$ cat src/rtl/vsa_pkg.sv
package vsa_pkg;

    typedef logic [2:0] slot_t;

    typedef enum logic {
        OWN_VIDEO = 1'b0,
        OWN_HOST  = 1'b1
    } owner_e;

    typedef struct packed {
        owner_e owner;     // who drives address/data this slot
        logic   rd;        // video read slot
        logic   wr_pt;     // slot where the write strobe may fire
        logic   cap_last;  // last slot before presentation
        logic   show;      // presentation slot
    } slot_ctl_t;

endpackage

$ cat src/rtl/vsa_slot_dec.sv
module vsa_slot_dec
    import vsa_pkg::*;
#(
    parameter int N_READS = 4,
    parameter int WR_SLOT = 1
) (
    input  logic [2:0] slot,
    output slot_ctl_t  ctl
);
    localparam int HALF = 4;
    localparam logic [1:0] WR_IDX = 2'(WR_SLOT);

    logic [HALF-1:0] rd_mask;

    for (genvar g = 0; g < HALF; g++) begin : g_rd
        assign rd_mask[g] = (g < N_READS);
    end

    always_comb begin
        ctl          = '0;
        ctl.owner    = slot[2] ? OWN_HOST : OWN_VIDEO;
        ctl.rd       = !slot[2] && rd_mask[slot[1:0]];
        ctl.wr_pt    = slot[2] && (slot[1:0] == WR_IDX);
        ctl.cap_last = (slot == 3'd6);
        ctl.show     = (slot == 3'd7);
    end

endmodule

$ cat src/rtl/vsa_host_latch.sv
module vsa_host_latch #(
    parameter int ADDR_W = 13,
    parameter int DATA_W = 8
) (
    input  logic              clk,
    input  logic              rst,
    input  logic              in_window,
    input  logic              strobe_done,
    input  logic              ld,
    input  logic [ADDR_W-1:0] ld_addr,
    input  logic [DATA_W-1:0] ld_data,
    output logic [ADDR_W-1:0] wr_addr,
    output logic [DATA_W-1:0] wr_data,
    output logic              pend
);
    typedef struct packed {
        logic [ADDR_W-1:0] addr;
        logic [DATA_W-1:0] data;
        logic              pend;
        logic [ADDR_W-1:0] stg_addr;
        logic [DATA_W-1:0] stg_data;
        logic              stg_vld;
    } lat_t;

    lat_t lat_d, lat_q;

    always_comb begin
        lat_d = lat_q;
        if (strobe_done) begin
            lat_d.pend = 1'b0;
        end
        if (ld) begin
            if (!in_window) begin
                lat_d.addr    = ld_addr;
                lat_d.data    = ld_data;
                lat_d.pend    = 1'b1;
                lat_d.stg_vld = 1'b0;
            end else begin
                lat_d.stg_addr = ld_addr;
                lat_d.stg_data = ld_data;
                lat_d.stg_vld  = 1'b1;
            end
        end else if (!in_window && lat_q.stg_vld) begin
            lat_d.addr    = lat_q.stg_addr;
            lat_d.data    = lat_q.stg_data;
            lat_d.pend    = 1'b1;
            lat_d.stg_vld = 1'b0;
        end
        if (rst) begin
            lat_d = '0;
        end
    end

    always_ff @(posedge clk) begin
        lat_q <= lat_d;
    end

    assign wr_addr = lat_q.addr;
    assign wr_data = lat_q.data;
    assign pend    = lat_q.pend;

endmodule

$ cat src/rtl/vsa_fetch.sv
module vsa_fetch #(
    parameter int DATA_W  = 8,
    parameter int N_READS = 4
) (
    input  logic                      clk,
    input  logic                      rst,
    input  logic                      rd,
    input  logic [1:0]                slot_lo,
    input  logic                      cap_last,
    input  logic [DATA_W-1:0]         din,
    output logic [N_READS*DATA_W-1:0] pix
);
    localparam int PIX_W = N_READS * DATA_W;

    typedef struct packed {
        logic [N_READS-1:0][DATA_W-1:0] grab;
        logic [PIX_W-1:0]               pix;
    } fet_t;

    fet_t fet_d, fet_q;

    always_comb begin
        fet_d = fet_q;
        for (int i = 0; i < N_READS; i++) begin
            if (rd && (32'(slot_lo) == i)) begin
                fet_d.grab[i] = din;
            end
        end
        if (cap_last) begin
            fet_d.pix = fet_q.grab;
        end
        if (rst) begin
            fet_d = '0;
        end
    end

    always_ff @(posedge clk) begin
        fet_q <= fet_d;
    end

    assign pix = fet_q.pix;

endmodule

$ cat src/rtl/vsa_arbiter.sv
module vsa_arbiter
    import vsa_pkg::*;
#(
    parameter int ADDR_W  = 13,
    parameter int DATA_W  = 8,
    parameter int N_READS = 4,
    parameter int WR_SLOT = 1
) (
    input  logic                      clk,
    input  logic                      rst,
    input  logic [2:0]                col_lo,
    input  logic [ADDR_W-1:0]         vid_addr,
    input  logic                      host_ld,
    input  logic [ADDR_W-1:0]         host_addr,
    input  logic [DATA_W-1:0]         host_data,
    output logic [ADDR_W-1:0]         sram_addr,
    output logic [DATA_W-1:0]         sram_dout,
    output logic                      sram_dq_oe,
    input  logic [DATA_W-1:0]         sram_din,
    output logic                      sram_ce_n,
    output logic                      sram_oe_n,
    output logic                      sram_we_n,
    output logic [N_READS*DATA_W-1:0] pix_data,
    output logic                      pix_valid
);
    slot_ctl_t         ctl;
    logic              in_win;
    logic              we_fire;
    logic              pend;
    logic [ADDR_W-1:0] wr_addr;
    logic [DATA_W-1:0] wr_data;

    vsa_slot_dec #(
        .N_READS (N_READS),
        .WR_SLOT (WR_SLOT)
    ) u_dec (
        .slot (col_lo),
        .ctl  (ctl)
    );

    assign in_win  = (ctl.owner == OWN_HOST);
    assign we_fire = !rst && ctl.wr_pt && pend;

    vsa_host_latch #(
        .ADDR_W (ADDR_W),
        .DATA_W (DATA_W)
    ) u_lat (
        .clk         (clk),
        .rst         (rst),
        .in_window   (in_win),
        .strobe_done (we_fire),
        .ld          (host_ld),
        .ld_addr     (host_addr),
        .ld_data     (host_data),
        .wr_addr     (wr_addr),
        .wr_data     (wr_data),
        .pend        (pend)
    );

    vsa_fetch #(
        .DATA_W  (DATA_W),
        .N_READS (N_READS)
    ) u_fet (
        .clk      (clk),
        .rst      (rst),
        .rd       (ctl.rd && !rst),
        .slot_lo  (col_lo[1:0]),
        .cap_last (ctl.cap_last),
        .din      (sram_din),
        .pix      (pix_data)
    );

    always_comb begin
        sram_addr  = in_win ? wr_addr : vid_addr;
        sram_dout  = wr_data;
        sram_dq_oe = in_win && !rst;
        sram_ce_n  = rst;
        sram_oe_n  = !(ctl.rd && !rst);
        sram_we_n  = !we_fire;
        pix_valid  = ctl.show && !rst;
    end

endmodule

$ cat config.mk
export PLATFORM = sky130hd
export DESIGN_NAME = vsa_arbiter
export DESIGN_NICKNAME = d
export VERILOG_FILES = /design/src/rtl/vsa_pkg.sv /design/src/rtl/vsa_slot_dec.sv /design/src/rtl/vsa_host_latch.sv /design/src/rtl/vsa_fetch.sv /design/src/rtl/vsa_arbiter.sv
export SDC_FILE = /design/constraint.sdc
export NUM_CORES = 1
export LEC_CHECK = 0
export BUFFER_PORTS_ARGS = -buffer_cell sky130_fd_sc_hd__buf_2
export CAP_MARGIN = 20
export CORE_ASPECT_RATIO = 1.25
export CORE_MARGIN = 2
export CORE_UTILIZATION = 46
export DETAILED_ROUTE_END_ITERATION = 12
export PLACE_DENSITY_LB_ADDON = 0.25
export SETUP_SLACK_MARGIN = 0.3
export SLEW_MARGIN = 5
export SYNTH_ARGS = -nofsm -noshare
export SYNTH_HDL_FRONTEND = slang
export SYNTH_SLANG_ARGS = --single-unit
$ cat constraint.sdc
create_clock -name clk -period 1.5 [get_ports clk]
set_input_delay 0.3 -clock clk [delete_from_list [all_inputs] [get_ports clk]]
set_output_delay 0.3 -clock clk [all_outputs]
set_load 0.005 [all_outputs]
==> out/metrics.yaml <==
intPower_mw: 4.84
p_switching_mw: 1.43
rows: 41
syn_inst: 554
synth_flop_cell: "dfxtp_1"
status: "completed"
synth_largest_area_cell: "dfxtp_1"
worstPathMaxFanout: 2
ant_nets: 0
finalMaxSlewViolations: 0
hold_viol: 0
dp_cells: 728
io_pins: 106
drc_errors: 0
drtIter0Drc: 138
finalWirelength_mm: 10.8
crit_arrival_ns: 1.05
max_freq_mhz: 741
gp_congestion: 0.769
area.growth.synth_to_final_pct: 21.5
clock_latency_ns: 0.35
netlist_top_cells_area: "dfxtp_1, nand2_1, buf_4"
final_cell_mix: "nand2_1, dfxtp_1, buf_2"
hold_start: "host_addr[8]"
max_cap_viol_count: 0
r2r_start: "u_lat.lat_q[0]"
dpl.hpwl_mm: 7.21
initial_core_util_pct: 46.8
grt-ovfl-total: 0
cts_root_buf: "clkbuf_16"
grt_pass1_wl_mm: 16.8
reg2reg_depth: 4
p_per_area_nw_per_um2: 1100
async_flop_share_pct: 0
vias: 3817
clock_sinks: 108
start_kind: "register"
min_path_cells: 3
nets: 671
grt_pass1_vias: 3549
ys_seq_area_share_pct: 46.2
synth-edff-count: 0
die_w_um: 94.2
grt_max_degree: 35
path_class: "register to output pin"
cts_made_buffers: 9
rrSetupSlack_ns: 0.31
skew_ns: 0.00611
fillers: 917
fin_cells: 757
syn-num-nets: 602
antenna_found_initial: 0
fin_crit_sh_pct: 90.0
switching_share_pct: 22.8
drive_gt1_share_pct: 33.9
hp-class: "input port to register"
cts_tree: "yes"
p_leak_nw: 2.37
p_comb_share_pct: 11.1
pwr-share-clk_pct: 40.5
yosysUniqueCellTypes: 33
synth_top_area_share_pct: 46.2
grt_usage_pct: 19.9
htree_levels: 3
port_buffers: 105
r2r-end: "u_lat.wr_addr[3]"
wl_per_cell_um: 14.3
synthesis.area_per_instance_um2: 8.44
syn_area_um2: 4680
fin_tns_setup_ns: 0
ys_warn_count: 0
worstPathRequired_ns: 1.20
clk_pin_slew_ns: 0.07
viasPerCell: 5.04
die_y_um: 117
mostFrequentLayoutCell: "nand2_1"
hold_end: "u_lat.lat_q[17]"
cts.path.max_buffers: 2
rsz0062_at_grt: "true"
setup_viol: 0
timing.slew.headroom_pct: 76.3
ys_ff_latch: 108
insertedDiodeCount: 0
firstDrtPassIters: 4
fp.dieArea_um2: 11000
core-area_um2: 10000
vdd_ir_drop_max_v: 0.000614
seqPwrFrac_pct: 48.4
crit_path_end_kind: "output pin"
worstMarginPinSlew_ns: 0.355
finalCriticalPeriod_ns: 1.35
[synthesized netlist by cell type (10+ instances only)]
| library cell | instances |
|---|---|
| inv_1 | 12 |
| nand2_1 | 140 |
| o221a_2 | 10 |
| nand2b_1 | 40 |
| mux2_2 | 13 |
| nor2_1 | 14 |
| buf_4 | 49 |
| a21oi_1 | 72 |
| dfxtp_1 | 108 |
| buf_2 | 18 |
| o21ai_0 | 28 |
[power by group through the flow]
stage,Sequential (mW),Clock (mW),Combinational (mW)
3_3_place_gp,3.09,0,0.553
2_1_floorplan,3.08,0,0.388
5_1_grt,3.05,2.73,0.758
4_1_cts,3.04,2.61,0.671
3_5_place_dp,3.10,0,0.570
6_report,3.04,2.54,0.694
[worst max-delay path: stages, from the launching register on]
cell and delay (ns):
dfxtp_2 0.33, mux2_2 0.25, buf_2 0.12
[per-layer routing]
layer  wire length (um)  up-vias  global-route usage, %
met2               5590       98                   35.8
met5                  0        -                      0
li1                   -     1934                      -
met4                158        0                   6.96
met1               4560     1772                   23.6
met3                526       13                   3.81
[flip-flops by register name (all words and copies together) (netlist names)]
| register | count |
|---|---|
| u_lat.wr_data | 8 |
| u_fet.pix | 32 |
| u_lat.wr_addr | 13 |
| u_fet.fet_q | 32 |
| u_lat.pend | 1 |
| u_lat.lat_q | 22 |
[logic make-up after synthesis]
group / share of synthesized area (%)
buffers and inverters: 12.6
multiplexers: 3.77
flip-flops: 46.2
AND/OR/NAND/NOR: 22.9
AO/OA/AOI/OAI: 14.5
[stage by stage]
| step | util [%] | total power [mW] | cell area, um^2 | setup slack [ns] | hold slack [ns] |
|---|---|---|---|---|---|
| global route | 56.8 | 6.53 | 5680 | 0.123 | 0.197 |
| CTS | 56.1 | 6.32 | 5610 | 0.141 | 0.192 |
| detailed placement | 49.9 | 3.67 | 4990 | 0.0279 | 0.442 |
| finish | 56.8 | 6.27 | 5680 | 0.150 | 0.200 |
| global placement | 49.9 | 3.65 | 4990 | 0.0609 | 0.437 |
| floorplan | - | 3.47 | 4700 | 0.285 | 0.409 |
[area by class of cell]
type	instances	area [um^2]	share of cell area (%)
inverters	12	47.5	0.837
flip-flops and latches	108	2180	38.4
repair buffers	136	922	16.2
clock inverters	6	86.3	1.52
multi-input cells	356	2040	36.0
well taps	129	161	2.84
clock buffers	10	239	4.21
[worst max path at each step]
stage	start	to	slack, ns	depth (start not counted)
2_1_floorplan	u_lat.lat_q[0]	u_lat.wr_addr[6]	0.29	5
3_3_place_gp	col_lo[2]	u_lat.wr_addr[0]	0.06	5
3_5_place_dp	col_lo[2]	u_lat.wr_addr[5]	0.03	5
4_1_cts	u_lat.wr_addr[0]	sram_addr[0]	0.14	2
5_1_grt	u_lat.wr_addr[0]	sram_addr[0]	0.12	2
6_report	u_lat.wr_addr[12]	sram_addr[12]	0.15	2
[what timing repair did]
| action | 4_1_cts | 5_1_grt |
|---|---|---|
| gates resized for setup | 49 | 15 |
| setup buffers | 9 | 1 |
| endpoints found under the hold margin | 0 | 0 |
| hold buffers | 0 | 0 |
| cloned | 3 | 0 |
| endpoints found under the setup margin | 39 | 37 |
| pin swaps | 3 | 6 |
Power figures use the tool's default switching activity.
